<file path="config.mk">
export PLATFORM = sky130hd
export DESIGN_NAME = video_crop_window
export DESIGN_NICKNAME = d
export VERILOG_FILES = /design/src/rtl/video_crop_window.sv
export SDC_FILE = /design/constraint.sdc
export NUM_CORES = 1
export LEC_CHECK = 0
export BUFFER_PORTS_ARGS = -buffer_cell sky130_fd_sc_hd__buf_2
export CAP_MARGIN = 10
export CORE_MARGIN = 3
export CORE_UTILIZATION = 50
export CTS_CLUSTER_DIAMETER = 30
export DETAILED_ROUTE_END_ITERATION = 6
export PLACE_DENSITY_LB_ADDON = 0.05
export SLEW_MARGIN = 5
export SYNTH_ARGS = -nofsm -noshare
export SYNTH_HDL_FRONTEND = slang
export SYNTH_SLANG_ARGS = --single-unit
</file>
<file path="constraint.sdc">
create_clock -name clk -period 7.3 [get_ports clk]
set_input_delay 1.46 -clock clk [delete_from_list [all_inputs] [get_ports clk]]
set_output_delay 1.46 -clock clk [all_outputs]
set_load 0.01 [all_outputs]
</file>
<file path="src/rtl/video_crop_window.sv">
module video_crop_window #(
  parameter int DW = 12
) (
  input  logic          clk,
  input  logic          rst_n,
  input  logic          in_valid,
  input  logic [DW-1:0] in_data,
  input  logic          in_hsync,
  input  logic          in_vsync,
  input  logic [31:0]   ctrl_word,
  input  logic [31:0]   col_win,
  input  logic [31:0]   row_win,
  output logic          out_valid,
  output logic [DW-1:0] out_data,
  output logic          out_sof,
  output logic          out_sol
);
  localparam int CW = 16;
  localparam logic [CW-1:0] CSAT = '1;

  logic hs_q, vs_q, active, line_has, sof_pend, sol_pend;
  logic [CW-1:0] col_cnt, row_cnt;
  logic [CW-1:0] cmin_q, cmax_q, rmin_q, rmax_q;
  logic cen_q, ren_q;

  wire hs_edge = in_hsync & ~hs_q;
  wire vs_edge = in_vsync & ~vs_q;

  wire [CW-1:0] cmin_e = vs_edge ? col_win[15:0]  : cmin_q;
  wire [CW-1:0] cmax_e = vs_edge ? col_win[31:16] : cmax_q;
  wire [CW-1:0] rmin_e = vs_edge ? row_win[15:0]  : rmin_q;
  wire [CW-1:0] rmax_e = vs_edge ? row_win[31:16] : rmax_q;
  wire          cen_e  = vs_edge ? ctrl_word[12]  : cen_q;
  wire          ren_e  = vs_edge ? ctrl_word[13]  : ren_q;

  wire [CW-1:0] row_inc = (row_cnt == CSAT) ? row_cnt : row_cnt + 1'b1;
  wire [CW-1:0] col_e   = (hs_edge | vs_edge) ? '0 : col_cnt;
  wire [CW-1:0] row_e   = vs_edge ? '0 : (hs_edge & line_has) ? row_inc : row_cnt;
  wire [CW-1:0] col_inc = (col_e == CSAT) ? col_e : col_e + 1'b1;

  wire had_e  = ~(hs_edge | vs_edge) & line_has;
  wire act_e  = active | vs_edge;
  wire sofp_e = vs_edge | sof_pend;
  wire solp_e = vs_edge | hs_edge | sol_pend;

  wire col_ok = ~cen_e | ((col_e >= cmin_e) & (col_e <= cmax_e));
  wire row_ok = ~ren_e | ((row_e >= rmin_e) & (row_e <= rmax_e));
  wire take   = in_valid & act_e & col_ok & row_ok;

  always_ff @(posedge clk) begin
    if (!rst_n) begin
      hs_q <= 1'b0; vs_q <= 1'b0; active <= 1'b0; line_has <= 1'b0;
      sof_pend <= 1'b0; sol_pend <= 1'b0;
      col_cnt <= '0; row_cnt <= '0;
      cmin_q <= '0; cmax_q <= '0; rmin_q <= '0; rmax_q <= '0;
      cen_q <= 1'b0; ren_q <= 1'b0;
      out_valid <= 1'b0; out_data <= '0; out_sof <= 1'b0; out_sol <= 1'b0;
    end else begin
      hs_q     <= in_hsync;
      vs_q     <= in_vsync;
      active   <= act_e;
      line_has <= had_e | in_valid;
      sof_pend <= sofp_e & ~take;
      sol_pend <= solp_e & ~take;
      col_cnt  <= in_valid ? col_inc : col_e;
      row_cnt  <= row_e;
      cmin_q <= cmin_e; cmax_q <= cmax_e; rmin_q <= rmin_e; rmax_q <= rmax_e;
      cen_q  <= cen_e;  ren_q  <= ren_e;
      out_valid <= take;
      out_sof   <= take & sofp_e;
      out_sol   <= take & solp_e;
      if (take) out_data <= in_data;
    end
  end

  // frame output counter used only by the bound check
  logic        fr_q;
  logic [33:0] fwd_cnt;
  always_ff @(posedge clk) begin
    if (!rst_n) begin
      fr_q <= 1'b0; fwd_cnt <= '0;
    end else begin
      fr_q    <= vs_edge;
      fwd_cnt <= fr_q ? {33'd0, out_valid} : fwd_cnt + {33'd0, out_valid};
    end
  end
  wire [16:0] cspan = {1'b0, cmax_q} - {1'b0, cmin_q} + 17'd1;
  wire [16:0] rspan = {1'b0, rmax_q} - {1'b0, rmin_q} + 17'd1;
  wire [33:0] bound = ((cmax_q >= cmin_q) && (rmax_q >= rmin_q)) ? cspan * rspan : 34'd0;
  wire        bounded = cen_q & ren_q & (cmax_q != CSAT) & (rmax_q != CSAT) & ~fr_q;


  out_lat_chk: assert property (@(posedge clk) disable iff (!rst_n)
    out_valid |-> $past(in_valid));

  sof_valid_chk: assert property (@(posedge clk) disable iff (!rst_n)
    out_sof |-> out_valid);

  sof_sol_chk: assert property (@(posedge clk) disable iff (!rst_n)
    out_sof |-> out_sol);

  sol_valid_chk: assert property (@(posedge clk) disable iff (!rst_n)
    out_sol |-> out_valid);

  col_sat_chk: assert property (@(posedge clk) disable iff (!rst_n)
    (col_cnt == CSAT && !hs_edge && !vs_edge) |=> col_cnt == CSAT);

  frame_bound_chk: assert property (@(posedge clk) disable iff (!rst_n)
    bounded |-> fwd_cnt <= bound);
endmodule

</file>
==> results.md, run 1 <==
- Hold Buf Count CTS: 0
- CP arrival: 5.29 ns
- Layout Area Growth over Synthesis: 19.16%
- Setup TNS: 0 ns
- Final setup fails: 0
- Die area: 0.01400 mm^2
- Die Ht: 118.3 um
- First drt pass iteration count: 4
- Setup bufs post-CTS: 0
- Syn_nets: 863
- PortBufs: 97
- Async S/R FF share, synth: 0
- First-pass GRT wire length: 23.15 mm
- Combinational family with the most area after synthesis: simple AND/OR/NAND/NOR gates
- Worst skew pair latency: 0.42 ns
- Critical Path Sink Type: flop
- DR WL/cell: 14.44 um
- FILL cells: 1076
- Comb power frac: 0.109
- DRT iter0 DRCs: 226
- CP startpoint kind: primary input
- Clk root buf: clkbuf_16
- Synth Warn #: 0
- Placer Congestion: 0.8841
- Synthesized cell area: 0.006309 mm^2
- Slew margin rel.: 0.3718
- Final WL: 13.80 mm
- Total track usage: 0.2044
- Synth unique cells: 43
- Worst Clk Skew: 0.005186 ns
- Adder-cell share of the synthesized area: 0.1309
- CTS resizes: 0
- Routed Antenna Nets: 0
- Via count: 5028
- Ant. Diodes: 0
- Seq/Total Area, Yosys: 0.3776
- RSZ-0062 raised after global routing: no
- Clock share of power: 0.485
- Leak: 3.376 nW
- Worst-path clk slew: 0.05 ns
- CTS tree: yes
- Post-Synth Simple-Gate Area: 0.2438
- Fraction of layout cells with a size suffix above 1: 0.1815
- EDFF count, synth: 0
- Vias per cell: 5.259
- Hold Crit Class: flop to flop
- Pins Over Slew Limit: 0
- Initial Util: 0.5187
- Reg power frac: 0.406
- Max-cap violations: 0
- Residual DRC: 0
- Compound-cell area share of the yosys netlist: 0.06624
- CP required: 7.64 ns
- Final std cells w/o fill: 956
- Cts bufs inserted: 17
- Cells after Synth: 684
- Core Region: 0.01216 mm^2
- Number of global-route vias before repair: 5043
- Die X: 118.3 um
- Worst vdd ir: 0.1233 mV
- Slew @ Worst Pin: 0.9423 ns
- H-tree depth: 4
- CP Class: primary input to flop
- Total gr overflow: 0
- Final net count: 954
- Top FF cell, synth: dfxtp_1
- Cells after DPL: 924
- Row cnt: 40
- Xor/xnor share of the synthesized area: 0.03471
- Clock buffer depth: 2
- Sw Pwr: 0.0004009 W
- Final period utilization: 0.6778
- CTS sink cnt: 119
- Switching power share of the total: 0.2365
- Status: finished, final reports clean
- Min Clock Period, post-route: 4.948 ns
- Mux cell area share after synthesis: 0.1238
- Power per Cell Area: 225.5 mW/mm^2
- Synthesized area per cell: 9.223 um^2
- Post-DP HPWL: 10.06 mm
- Antenna violations before repair: 0
- Seq cells post-synth: 119
- Top Ports: 128
- Largest net degree at the start of global routing: 116
- Highest clock rate: 0.2021 GHz
- Crit Path Max Fanout: 17
- Internal power: 0.001294 W
- Final hold violation count: 0
synthesized netlist by cell type, types with 5 or more instances:
cell type	instances	area [um^2]
a21o_1	5	37.54
clkbuf_1	19	71.32
dfxtp_1	119	2382
nor2_1	56	210.2
nor2b_1	73	456.7
ha_1	66	825.8
buf_1	6	22.52
xnor2_1	21	183.9
nand4_1	13	81.33
a21oi_1	25	125.1
mux2i_1	78	780.8
nand3_1	23	115.1
and3_1	14	87.58
o21ai_0	15	75.07
and2_1	15	93.84
nor3_1	11	55.05
inv_1	8	30.03
nand2_1	71	266.5
kinds of logic (layout without fill, tap and decap cells):
family | count (synthesis) | count (layout)
and+or+nand+nor | 295 | 295
muxes | 78 | 78
adders and majority gates | 66 | 66
DFF | 119 | 119
xor gates and xnor gates | 25 | 25
buffers and inverters | 36 | 140
AOI/OAI and AO/OA | 65 | 65
per-layer routing:
layer | share of wire | track usage | wire length [um]
met1 | 0.48 | 0.2692 | 6584
met2 | 0.44 | 0.3126 | 6080
met3 | 0.064 | 0.05407 | 886
met4 | 0.018 | 0.09451 | 251
met5 | 0 | 0 | 0
layout by cell type, fill, tap and decap left out, types with 17 or more instances in the layout:
cell type	synthesis	final
nand3_1	23	23
xnor2_1	21	21
mux2i_1	78	78
buf_2	2	97
clkbuf_16	0	17
a21oi_1	25	25
nand2_1	71	71
ha_1	66	66
dfxtp_1	119	119
nor2_1	56	56
nor2b_1	73	72
worst max-delay path, stage by stage:
cell     delay [ns]
buf_2          0.09
nor2b_1        0.48
nand4_1        0.25
or2_2          0.39
nor2_1         0.12
xnor2_1        0.17
nor2_1         0.11
ha_1           0.33
nand4_1        0.13
nor4_2         0.39
nor3b_1        0.33
o32ai_1        0.17
nor4_4         0.31
buf_4          0.31
mux2i_1        0.22
flip-flops by register name, summed over array words and instances, names as in the netlist, 12 cells and up:
signal	cells
cmax_q	16
cmin_q	16
rmin_q	16
row_cnt	16
out_data	12
rmax_q	16
col_cnt	16
worst paths after layout:
path / start / to / slack (ns) / cells after the start
max: in_hsync / out_data[5]$_SDFFE_PN0P_ / 2.35 / 15
max reg2reg: row_cnt[4]$_SDFF_PN0_ / out_data[5]$_SDFFE_PN0P_ / 2.96 / 15
min: out_data[4]$_SDFFE_PN0P_ / out_data[4]$_SDFFE_PN0P_ / 0.45 / 2
min reg2reg: out_data[4]$_SDFFE_PN0P_ / out_data[4]$_SDFFE_PN0P_ / 0.45 / 2
power groups by stage:
| stage | logic, W | registers [W] | clock network (W) |
|---|---|---|---|
| 2_1_floorplan | 0.000125 | 0.000702 | 0 |
| 3_3_place_gp | 0.000181 | 0.000701 | 0 |
| 3_5_place_dp | 0.000187 | 0.000701 | 0 |
| 4_1_cts | 0.000188 | 0.000688 | 0.000839 |
| 5_1_grt | 0.000210 | 0.000690 | 0.000873 |
| 6_report | 0.000185 | 0.000688 | 0.000822 |
layout make-up:
| type | instances | area (um^2) | share of cell area |
|---|---|---|---|
| Clock buffer | 23 | 488.0 | 0.06491 |
| Clock inverter | 9 | 97.59 | 0.01298 |
| Inverter | 8 | 30.03 | 0.003995 |
| Multi-Input combinational cell | 529 | 3789 | 0.5040 |
| Sequential cell | 119 | 2382 | 0.3169 |
| Tap cell | 168 | 210.2 | 0.02796 |
| Timing Repair Buffer | 100 | 520.5 | 0.06924 |
metrics by stage:
step / hold WS [ns] / cell area [um^2] / worst slack (ns) / utilization / power, W
2_1_floorplan: 0.4355 / 6309 / 2.426 / - / 0.0008265
4_1_cts: 0.4567 / 7517 / 2.313 / 0.6181 / 0.001715
5_1_grt: 0.4715 / 7517 / 1.964 / 0.6181 / 0.001773
3_5_place_dp: 0.4444 / 6932 / 1.890 / 0.5700 / 0.0008882
6_report: 0.4542 / 7517 / 2.352 / 0.6181 / 0.001695
3_3_place_gp: 0.4408 / 6932 / 1.949 / 0.5700 / 0.0008820
No activity file was read; power rests on OpenSTA's default activity.
==> run 2, diff against run 1 <==
Clock period 7.3 ns to 4.7 ns, I/O delays scaled along.
==> run 2 against run 1 <==
Net effect:
- global-route usage rose by 0.53 points
- non-clock buffer count grew 11
- highest routed layer unchanged
- via count increased by 0.40%
- clock skew rose by 0.0032 ns
- core utilization increased by 1.6 points
- sequential power rose by 56%
- largest cell class unchanged
- first-iteration DRC count grew 4.4%
==> results.md, run 2 (synthesized netlist as in run 1, its figures left out) <==
- Status: finished, final reports clean
- RSZ-0062 raised after global routing: no
- Final Hold Slack: 0.4547 ns (+0.0005410 ns)
- Slew margin rel.: 0.3914 (+0.01959)
- Cts bufs inserted: 17 (unchanged)
- DRT iter0 DRCs: 236 (+4.4%)
- CTS resizes: 0 (unchanged)
- Met2 usage: 0.3315 (+0.01894)
- Setup TNS: 0 ns (unchanged)
- Final hold violation count: 0 (unchanged)
- Met3 global-route usage: 0.04928 (-0.004785)
- Power per Cell Area: 365.7 mW/mm^2 (+62%)
- First-pass GRT wire length: 23.98 mm (+3.6%)
- CP required: 5.04 ns (-2.60 ns)
- Ant. Diodes: 0 (unchanged)
- Initial Util: 0.5187 (unchanged)
- CTS tree: yes
- Vias per cell: 5.220 (-0.74%)
- Largest net degree at the start of global routing: 61 (-47%)
- Hold Buf Count CTS: 0 (unchanged)
- Fraction of layout cells with a size suffix above 1: 0.1940 (+0.01252)
- Busiest grt layer: met2
- Final setup fails: 0 (unchanged)
- Final net count: 965 (+1.2%)
- Worst Clk Skew: 0.008343 ns (+0.003157 ns)
- PortBufs: 97 (unchanged)
- Worst-path clk slew: 0.06 ns (about the same)
- Crit Path Max Fanout: 17 (unchanged)
- CP startpoint kind: flop
- Placer Congestion: 0.8856 (+0.17%)
- Via count: 5048 (+0.40%)
- Worst vdd ir: 0.2790 mV (+130%)
- Highest clock rate: 0.2322 GHz
- Clock buffer depth: 2 (unchanged)
- Die Ht: 118.3 um (unchanged)
- Max-cap violations: 0 (unchanged)
- Critical Path Sink Type: flop
- CTS sink cnt: 119 (unchanged)
- Clk root buf: clkbuf_16
- Top Ports: 128 (unchanged)
- Most common cell after layout, fill and taps aside: dfxtp_1
- Total gr overflow: 0 (unchanged)
- CP arrival: 4.65 ns (-0.64 ns)
- Flop2flop setup slack: 0.39 ns (-2.57 ns)
- CP Class: flop to flop
- Slew @ Worst Pin: 0.9130 ns (-0.02938 ns)
- Die area: 0.01400 mm^2 (unchanged)
- First drt pass iteration count: 4 (unchanged)
- Finished Core Util: 0.6341 (+0.01595)
- Min Clock Period, post-route: 4.307 ns
- Post-DP HPWL: 10.87 mm (+8.1%)
- Final period utilization: 0.9164
- Layout Area Growth over Synthesis: 22.23%
- Die X: 118.3 um (unchanged)
- Antenna violations before repair: 0 (unchanged)
- Pins Over Slew Limit: 0 (unchanged)
- Worst skew pair latency: 0.42 ns (about the same)
- Final WL: 14.32 mm (+3.8%)
- Hold Crit Class: flop to flop
- Setup bufs post-CTS: 0 (unchanged)
- Core Region: 0.01216 mm^2 (unchanged)
- Residual DRC: 0 (unchanged)
- Total track usage: 0.2097 (+0.005344)
- Met1 Use GR: 0.2786 (+0.009371)
- Row cnt: 40 (unchanged)
- Leak: 3.462 nW (+2.5%)
- H-tree depth: 4 (unchanged)
- Number of global-route vias before repair: 5157 (+2.3%)
- Commonest non-fill, non-tap cells in the layout: dfxtp_1 (119), buf_2 (97), mux2i_1 (78)
- DR WL/cell: 14.81 um (+2.6%)
- Routed Antenna Nets: 0 (unchanged)
-- run 2: area by class of cell --
cell class	instances	area (um^2)
fill	1064	4451
inverter	8	30.03
tap	168	210.2
clock inverter	14	230.2
sequential	119	2382
multi-input combinational	529	3789
clock buffer	18	429.2
timing repair buffer	111	640.6
-- run 2: layer usage --
layer	vias to the layer above	share of wire
li1	2593	-
met1	2334	0.49
met2	106	0.46
met3	15	0.043
met4	0	0.012
met5	-	0
-- run 2: worst paths after layout --
kind                                           startpoint                        end  cells after the start
worst max-delay path                row_cnt[4]$_SDFF_PN0_  out_data[11]$_SDFFE_PN0P_                     15
worst min-delay path            out_data[10]$_SDFFE_PN0P_  out_data[10]$_SDFFE_PN0P_                      2
worst min register to register  out_data[10]$_SDFFE_PN0P_  out_data[10]$_SDFFE_PN0P_                      2
worst max register to register      row_cnt[4]$_SDFF_PN0_  out_data[11]$_SDFFE_PN0P_                     15
-- run 2: stage by stage --
| stage | std cells | setup slack (ns) | area [um^2] | total power (W) |
|---|---|---|---|---|
| 2_1_floorplan | 684 | 0.3459 | 6309 | 0.001284 |
| 6_report | 967 | 0.3927 | 7711 | 0.002820 |
| 3_3_place_gp | 935 | 0.2037 | 7052 | 0.001384 |
| 5_1_grt | 967 | 0.05355 | 7711 | 0.002926 |
| 4_1_cts | 967 | 0.4425 | 7711 | 0.002845 |
| 3_5_place_dp | 935 | 0.1243 | 7052 | 0.001396 |
-- run 2: critical path, stage by stage (launching register included) --
cell	delay, ns
dfxtp_1	0.39
and4_1	0.32
nand4_1	0.22
nor4_1	0.52
or2_2	0.27
nor2_1	0.07
xnor2_1	0.21
nor2_1	0.11
ha_1	0.33
nand4_1	0.15
nor4_2	0.34
nor3b_1	0.34
o32ai_1	0.18
nor4_4	0.38
buf_12	0.21
mux2i_1	0.20
-- run 2: power breakdown --
part / leakage [nW] / internal [W] / switching (W) / total [W]
clock: 0.312 / 0.000988 / 0.000459 / 0.00145
combinational: 2.18 / 0.000136 / 0.000169 / 0.000305
sequential: 0.973 / 0.00105 / 0.0000137 / 0.00107
